File: src/rtl/rf_dual_wr_pkg.sv
`timescale 1ns/1ps
package rf_dual_wr_pkg;
  // Source selected for one entry in one cycle
  typedef enum logic [1:0] {
    SRC_HOLD  = 2'd0,
    SRC_PORTA = 2'd1,
    SRC_PORTB = 2'd2
  } rf_src_e;

  // Port A has fixed priority over port B on the same entry
  function automatic rf_src_e pick_src(input logic hit_a, input logic hit_b);
    if (hit_a)      return SRC_PORTA;
    else if (hit_b) return SRC_PORTB;
    else            return SRC_HOLD;
  endfunction
endpackage

File: src/rtl/rf_rst_sync.sv
`timescale 1ns/1ps
module rf_rst_sync #(
  parameter int STAGES = 2
) (
  input  logic clk_i,
  input  logic rst_ni,
  output logic ready_o
);
  logic [STAGES-1:0] sync_q;
  logic [STAGES-1:0] sync_d;

  always_comb begin
    sync_d = {sync_q[STAGES-2:0], 1'b1};
  end

  always_ff @(posedge clk_i or negedge rst_ni) begin
    if (!rst_ni) sync_q <= '0;
    else         sync_q <= sync_d;
  end

  assign ready_o = sync_q[STAGES-1];
endmodule

File: src/rtl/rf_wr_decode.sv
`timescale 1ns/1ps
module rf_wr_decode #(
  parameter int NUM_ENT = 16,
  parameter int ADDR_W  = $clog2(NUM_ENT)
) (
  input  logic               en_i,
  input  logic [ADDR_W-1:0]  addr_i,
  output logic [NUM_ENT-1:0] hit_o
);
  for (genvar e = 0; e < NUM_ENT; e++) begin : g_ent
    assign hit_o[e] = en_i && (addr_i == ADDR_W'(e));
  end
endmodule

File: src/rtl/rf_storage.sv
`timescale 1ns/1ps
module rf_storage
  import rf_dual_wr_pkg::*;
#(
  parameter int DATA_W  = 8,
  parameter int NUM_ENT = 16
) (
  input  logic                           clk_i,
  input  logic                           allow_i,
  input  logic [NUM_ENT-1:0]             hit_a_i,
  input  logic [DATA_W-1:0]              data_a_i,
  input  logic [NUM_ENT-1:0]             hit_b_i,
  input  logic [DATA_W-1:0]              data_b_i,
  output logic [NUM_ENT-1:0][DATA_W-1:0] mem_o
);
  for (genvar e = 0; e < NUM_ENT; e++) begin : g_ent
    rf_src_e           src;
    logic              ce;
    logic [DATA_W-1:0] ent_d;
    logic [DATA_W-1:0] ent_q;

    always_comb begin
      src = pick_src(hit_a_i[e], hit_b_i[e]);
      ce  = allow_i && (src != SRC_HOLD);
      unique case (src)
        SRC_PORTA: ent_d = data_a_i;
        SRC_PORTB: ent_d = data_b_i;
        default:   ent_d = ent_q;
      endcase
    end

    always_ff @(posedge clk_i) begin
      if (ce) ent_q <= ent_d;
    end

    assign mem_o[e] = ent_q;
  end
endmodule

File: src/rtl/rf_read_mux.sv
`timescale 1ns/1ps
module rf_read_mux #(
  parameter int DATA_W  = 8,
  parameter int NUM_ENT = 16,
  parameter int NUM_RD  = 2,
  parameter int ADDR_W  = $clog2(NUM_ENT)
) (
  input  logic [NUM_ENT-1:0][DATA_W-1:0] mem_i,
  input  logic [NUM_RD-1:0][ADDR_W-1:0]  addr_i,
  output logic [NUM_RD-1:0][DATA_W-1:0]  data_o
);
  for (genvar p = 0; p < NUM_RD; p++) begin : g_port
    always_comb begin
      data_o[p] = '0;
      for (int e = 0; e < NUM_ENT; e++) begin
        if (addr_i[p] == ADDR_W'(e)) data_o[p] = mem_i[e];
      end
    end
  end
endmodule

File: src/rtl/rf_dual_wr.sv
`timescale 1ns/1ps
module rf_dual_wr #(
  parameter int DATA_W  = 8,
  parameter int NUM_ENT = 16,
  localparam int ADDR_W = $clog2(NUM_ENT)
) (
  input  logic              clk_i,
  input  logic              rst_ni,
  input  logic              wa_en_i,
  input  logic [ADDR_W-1:0] wa_addr_i,
  input  logic [DATA_W-1:0] wa_data_i,
  input  logic              wb_en_i,
  input  logic [ADDR_W-1:0] wb_addr_i,
  input  logic [DATA_W-1:0] wb_data_i,
  input  logic [ADDR_W-1:0] ra_addr_i,
  output logic [DATA_W-1:0] ra_data_o,
  input  logic [ADDR_W-1:0] rb_addr_i,
  output logic [DATA_W-1:0] rb_data_o
);
  localparam int NUM_RD = 2;

  logic                           wr_allow;
  logic [NUM_ENT-1:0]             hit_a;
  logic [NUM_ENT-1:0]             hit_b;
  logic [NUM_ENT-1:0][DATA_W-1:0] mem_q;
  logic [NUM_RD-1:0][ADDR_W-1:0]  rd_addr;
  logic [NUM_RD-1:0][DATA_W-1:0]  rd_data;

  rf_rst_sync #(.STAGES(2)) u_rst_sync (
    .clk_i   (clk_i),
    .rst_ni  (rst_ni),
    .ready_o (wr_allow)
  );

  rf_wr_decode #(.NUM_ENT(NUM_ENT), .ADDR_W(ADDR_W)) u_dec_a (
    .en_i   (wa_en_i),
    .addr_i (wa_addr_i),
    .hit_o  (hit_a)
  );

  rf_wr_decode #(.NUM_ENT(NUM_ENT), .ADDR_W(ADDR_W)) u_dec_b (
    .en_i   (wb_en_i),
    .addr_i (wb_addr_i),
    .hit_o  (hit_b)
  );

  rf_storage #(.DATA_W(DATA_W), .NUM_ENT(NUM_ENT)) u_store (
    .clk_i    (clk_i),
    .allow_i  (wr_allow),
    .hit_a_i  (hit_a),
    .data_a_i (wa_data_i),
    .hit_b_i  (hit_b),
    .data_b_i (wb_data_i),
    .mem_o    (mem_q)
  );

  assign rd_addr = {rb_addr_i, ra_addr_i};

  rf_read_mux #(
    .DATA_W(DATA_W), .NUM_ENT(NUM_ENT), .NUM_RD(NUM_RD), .ADDR_W(ADDR_W)
  ) u_rd (
    .mem_i  (mem_q),
    .addr_i (rd_addr),
    .data_o (rd_data)
  );

  assign ra_data_o = rd_data[0];
  assign rb_data_o = rd_data[1];
endmodule

File: config.mk
export PLATFORM = sky130hd
export DESIGN_NAME = rf_dual_wr
export DESIGN_NICKNAME = d
export VERILOG_FILES = /design/src/rtl/rf_dual_wr_pkg.sv /design/src/rtl/rf_rst_sync.sv /design/src/rtl/rf_wr_decode.sv /design/src/rtl/rf_storage.sv /design/src/rtl/rf_read_mux.sv /design/src/rtl/rf_dual_wr.sv
export SDC_FILE = /design/constraint.sdc
export NUM_CORES = 1
export LEC_CHECK = 0
export BUFFER_PORTS_ARGS = -buffer_cell sky130_fd_sc_hd__buf_2
export CORE_MARGIN = 5
export CORE_UTILIZATION = 45
export DETAILED_ROUTE_END_ITERATION = 6
export PLACE_DENSITY = 0.61
export SKIP_CTS_REPAIR_TIMING = 1
export SYNTH_ARGS = -nofsm -noshare
export SYNTH_HDL_FRONTEND = slang
export SYNTH_SLANG_ARGS = --single-unit
File: constraint.sdc
create_clock -name clk_i -period 2.5 [get_ports clk_i]
set_input_delay 0.5 -clock clk_i [delete_from_list [all_inputs] [get_ports clk_i]]
set_output_delay 0.5 -clock clk_i [all_outputs]
set_load 0.05 [all_outputs]
Word level (Yosys, flattened, before mapping)
Cells that the tools add are included.
- register bits after elaboration: 130
- bits of input ports: 36
- output and inout port bits: 16
- word-level logic and storage cells: 289
- equality and inequality tests: 92
- multiplexer cells: 80
- reductions and logical operators: 100
- operator list (cell ; count):
    2-to-1 mux 8 bit ; 32
    case mux 8 bit (2 select lines) ; 16
    equality test 4 bit (second input constant) ; 32
    equality test 4 x 3 -> 1 bit (second input constant) ; 16
    2-to-1 mux 2 bit ; 32
    nonzero test 2 bit ; 32
    logical AND 1 bit ; 48
    equality test 2 x 1 -> 1 bit (second input constant) ; 16
    equality test 2 bit (second input constant) ; 16
    equality test 4 x 2 -> 1 bit (second input constant) ; 8
    AND reduction 2 bit ; 16
    equality test 4 x 1 -> 1 bit (second input constant) ; 4
    logical NOT 4 bit ; 4

Logic depth before layout (Yosys ltp)
- depth after elaboration: 17
- depth in mapped cells: 9
- mapped depth without buffers: 5

By module
A second synthesis with hierarchy kept.
- cells, all modules: 781
- area total of the unflattened synthesis: 9465.3 um^2
- modules (own cells, without submodules) (module ; instances ; cells an instance ; area an instance (um^2) ; seq. area each (um^2)):
    rf_storage ; 1 ; 322 ; 6376.1 ; 3843.7
    rf_read_mux ; 1 ; 410 ; 2800.2 ; 0.0
    rf_wr_decode ; 2 ; 23 ; 117.6 ; 0.0
    rf_rst_sync ; 1 ; 3 ; 53.8 ; 50.0

Worst setup path before layout
Ideal clock, no wire load.
- path type: input to output
- from: input rb_addr_i[0]
- to: output rb_data_o[0]
- arrival: 2.536 ns
- required time: 2.000 ns
- path slack: -0.536 ns
- stages on the path: 8
- cell sequence: buf_2 -> buf_6 -> buf_2 -> buf_2 -> mux2i_1 -> o21ai_0 -> a21oi_1 -> o21ai_0
- cells in the longest elaborated chain, start to end: 17
- RTL lines (what ; line ; text):
    start, declared ; rf_dual_wr.sv:17 ; input logic [ADDR_W-1:0] rb_addr_i,
    logical NOT 4 bit ; rf_read_mux.sv:16 ; if (addr_i[p] == ADDR_W'(e)) data_o[p] = mem_i[e];
    2-to-1 mux 8 bit (15 in series) ; rf_read_mux.sv:16 ;
    2-to-1 mux 8 bit * ; rf_read_mux.sv:16 ;
    end, declared ; rf_dual_wr.sv:18 ; output logic [DATA_W-1:0] rb_data_o
Mark *: on every way between the ends. The rest lies on a longest branch, timed or not.

Final worst setup path
- from: register u_store.g_ent[2].ent_q[3]
- to: output rb_data_o[3]
- cells in the longest elaborated chain, start to end: 14
- RTL lines (what ; line ; text):
    start, declared ; rf_storage.sv:20 ; logic [DATA_W-1:0] ent_q;
    start signal, assigned ; rf_storage.sv:33 ; if (ce) ent_q <= ent_d;
    2-to-1 mux 8 bit (14 in series) ; rf_read_mux.sv:16 ;
No other way between the ends.

==> implementation parameters <==
Parameter                              Value

Synth
  Share of Yosys cell area claimed by the top area cell type    about 44%
  Mapped Nets    ~750
  Largest family of logic cells by synthesized area    multiplexers
  Number of cells produced by synthesis    between 700 and 800
  Post-synthesis sequential area ratio    between 40 and 50%
  Count of different cell masters after synthesis    66
  Synthesized area per cell    12.2 µm²
  Top cell type by total area after synthesis    sky130_fd_sc_hd__edfxtp_1
  Synth Cell Area    8650 µm²
  Prevailing post-synth register cell    sky130_fd_sc_hd__edfxtp_1
  Count of flip-flops with a built-in enable after synthesis    between 100 and 150
  Simple-gate portion of the synthesized area    between 10% and 20%
  Adder-cell area share of the yosys netlist    0%
  Dominant cells by area after synthesis    sky130_fd_sc_hd__edfxtp_1, sky130_fd_sc_hd__mux2_2, sky130_fd_sc_hd__mux4_2
  Xor/xnor cell area share of the yosys netlist    0%
  Seq cells post-synth    130
  Fraction of synthesized area in multiplexers    28.4%
  Post-synthesis async set-or-reset flop share    between 1.5 and 2%
  Count of yosys warnings during synthesis    0
  Fraction of the mapped netlist area in compound gates    a little under an eighth

Cells and area
  Area of all sequential standard cells    3890 µm²
  Fraction of final layout cells with drive strength greater than 1    slightly below 50%
  Multi-input combinational cell area    approximately 4700 µm²
  Layout Utilization    between 50% and 60%
  Commonest non-fill, non-tap cell in the layout    sky130_fd_sc_hd__mux2_2
  Fin cells    ~1100
  Number of inserted filler cells in the final layout    1518
  Number of antenna repair diodes    0
  Highest-count cells in the layout ignoring fill and taps    sky130_fd_sc_hd__mux2_2, sky130_fd_sc_hd__edfxtp_1, sky130_fd_sc_hd__buf_4
  Final cell area excluding filler cells    roughly 11000 µm²
  Number of nets in the finished design    864
  Signed area change from the synthesized netlist to the final layout    26.2%

Drt
  Total Wirelength    27600 µm
  Average via count per standard cell    6.23
  DRC violations left    0
  Routed wire length per instance    25.1 µm
  Total via count after detailed routing    about 6900
  Antenna-violating nets left    0
  Number of design-rule violations left by the first detailed-router iteration    643
  Count of TritonRoute iterations in the first routing pass    5

GRT
  Wire length of the first global-routing pass    between 40000 and 50000 µm
  Maximum number of pins on one net before global-route repair    23
  GRT overflow    0
  GR met2 Demand/Resource    between 40% and 50%
  Number of antenna violations at the first check in global routing    0
  GRT Overall Usage    between 20% and 30%
  Met3 track demand over resource in global routing    4.57%
  Via count of the first global-routing pass    between 6000 and 7000
  Global Route met1 Usage    a little under a third
  Busiest layer in global routing    met2

Outcome
  Outcome    finished, violations left
  Violated checks    negative setup slack

STA
  Worst hold slack across all endpoints    0.354 ns
  Final Hold Viols    0
  Slew Limit Fails    0
  Final critical path time including I/O delays and setup    around 2.5 ns
  Final cycle utilization of the critical path    101%
  Final Skew    roughly 0.0051 ns
  Setup repair after global routing missed its margin    true
  Transition time at the pin with the least slew margin    about 0.6 ns
  Relative slew margins    about 60%
  Final Setup Violations    4
  Post-route setup TNS    -0.100 ns
  Highest achievable clock rate    around 390 MHz
  Worst Setup Slack, final    -0.0348 ns

Placed design
  Post-place setup slack    -0.222 ns
  Post-DP Area    9850 µm²
  Placed cell count    1058
  Buffers added on ports    between 50 and 60
  Final HPWL DP    about 20000 µm
  Gpl congestion    0.954

Critical path
  Crit path kind    reg -> out
  Data required time at the worst endpoint    2.00 ns
  Critical path fanouts, max    2
  Sort of element at the end of the critical path    output port
  Critical Path Source Type    flop
  Critical Path AT    approximately 2.0 ns

Clocking
  CTS tree    yes
  Root buffer cell    sky130_fd_sc_hd__clkbuf_16
  Number of sinks on the clock net    130
  Inserted Clock Buffers    17
  Clock latency on the worst-skew pair    0.42 ns
  Number of levels the H-tree was split into    4
  Post-CTS clock slew at the launch and capture registers of the worst setup and hold paths    around 0.06 ns
  Buffer depth of the longest clock path    2

Floorplan
  Floorplan Core Area    between 15000 and 20000 µm²
  I/O pin total    52
  Die Wd    149 µm
  Die area    ~22000 µm²
  Chip height    between 100 and 150 µm
  Initial standard-cell utilization of the core    about 46%
  Num rows    50

Hold path
  Path category of the worst min-delay check    reg -> reg

Power
  Overall power of the completed layout    approximately 6 mW
  Worst VDD drop    ~0.48 mV
  Total leakage power    3.86 nW
  Power density over cell area    roughly 570 nW/µm²

Job
  Maximum capacitance violations    0
-- registers in the layout, indices dropped and copies added, names as in the netlist --
signal,count
u_store.g_ent.ent_q,128
u_rst_sync.sync_q,2
-- routing by layer --
layer | share of wire [%] | wire (µm)
met4 | 2.6 | 729
met2 | 49 | 13600
met5 | 0 | 0
met1 | 41 | 11400
met3 | 6.7 | 1860
-- power by group --
part           total [mW]  leakage (nW)  switching [mW]  internal (mW)
Combinational        1.10          2.39           0.617          0.485
Sequential           2.45          1.18          0.0193           2.43
Clock                2.62         0.292           0.967           1.66
Total                6.18          3.86            1.60           4.58
-- cell type report --
cell class | count | share of cell area (%)
Timing Repair Buffer | 160 | 12.4
Multi-Input combinational cell | 509 | 43.0
Clock buffer | 17 | 3.89
Clock inverter | 15 | 1.74
Tap cell | 260 | 2.98
Inverter | 10 | 0.378
Sequential cell | 130 | 35.6
-- cells by family (layout without fill, tap and decap cells) --
logic type / Yosys count / after routing
simple gates: 167 / 167
compound gates: 147 / 147
buf+inv: 71 / 202
mux: 194 / 194
other cells: 1 / 1
flops: 130 / 130
-- Yosys cell counts (all sizes together) (2+ instances only) --
cell and number:
nand2b 18, nor3b 4, and2 4, a22oi 7
a311oi 3, o21a 12, nand3b 5, a2111oi 2
nor3 14, nor2 38, or3 5, nand3 12
o41ai 6, a211o 2, nand2 34, mux2 142
a22o 2, nor2b 18, o2bb2ai 4, o22ai 2
o21ai 32, mux4 27, inv 9, a221oi 8
mux2i 25, o221ai 6, a2bb2oi 3, a211oi 4
a21oi 35, buf 31, clkbuf 30, a21boi 5
dfrtp 2, a31oi 8, and3b 2, edfxtp 128
nor4 3, nand4 5, and3 2
-- worst max-delay path, cell delays in order (launching register included) --
cell and delay, ns:
sky130_fd_sc_hd__edfxtp_1 0.40, sky130_fd_sc_hd__mux4_2 0.53, sky130_fd_sc_hd__a2111oi_4 0.31, sky130_fd_sc_hd__buf_4 0.18, sky130_fd_sc_hd__a21oi_2 0.04, sky130_fd_sc_hd__buf_6 0.16
-- path summary, 6_finish.rpt --
| kind | startpoint | end | slack [ns] | cells after the start |
|---|---|---|---|---|
| hold / removal | u_rst_sync.sync_q[0]$_DFF_PN0_ | u_rst_sync.sync_q[1]$_DFF_PN0_ | 0.35 | 0 |
| hold reg to reg | u_rst_sync.sync_q[0]$_DFF_PN0_ | u_rst_sync.sync_q[1]$_DFF_PN0_ | 0.35 | 0 |
| setup / recovery | u_store.g_ent[2].ent_q[3]$_DFFE_PP_ | rb_data_o[3] | -0.03 | 5 |
| setup reg to reg | u_rst_sync.sync_q[1]$_DFF_PN0_ | u_store.g_ent[9].ent_q[6]$_DFFE_PP_ | 0.91 | 1 |
| max in group asynchronous | rst_ni | u_rst_sync.sync_q[1]$_DFF_PN0_ | 2.03 | 2 |
| min in group asynchronous | rst_ni | u_rst_sync.sync_q[0]$_DFF_PN0_ | 0.37 | 2 |
Note: power is estimated with default switching activity, not from simulation.
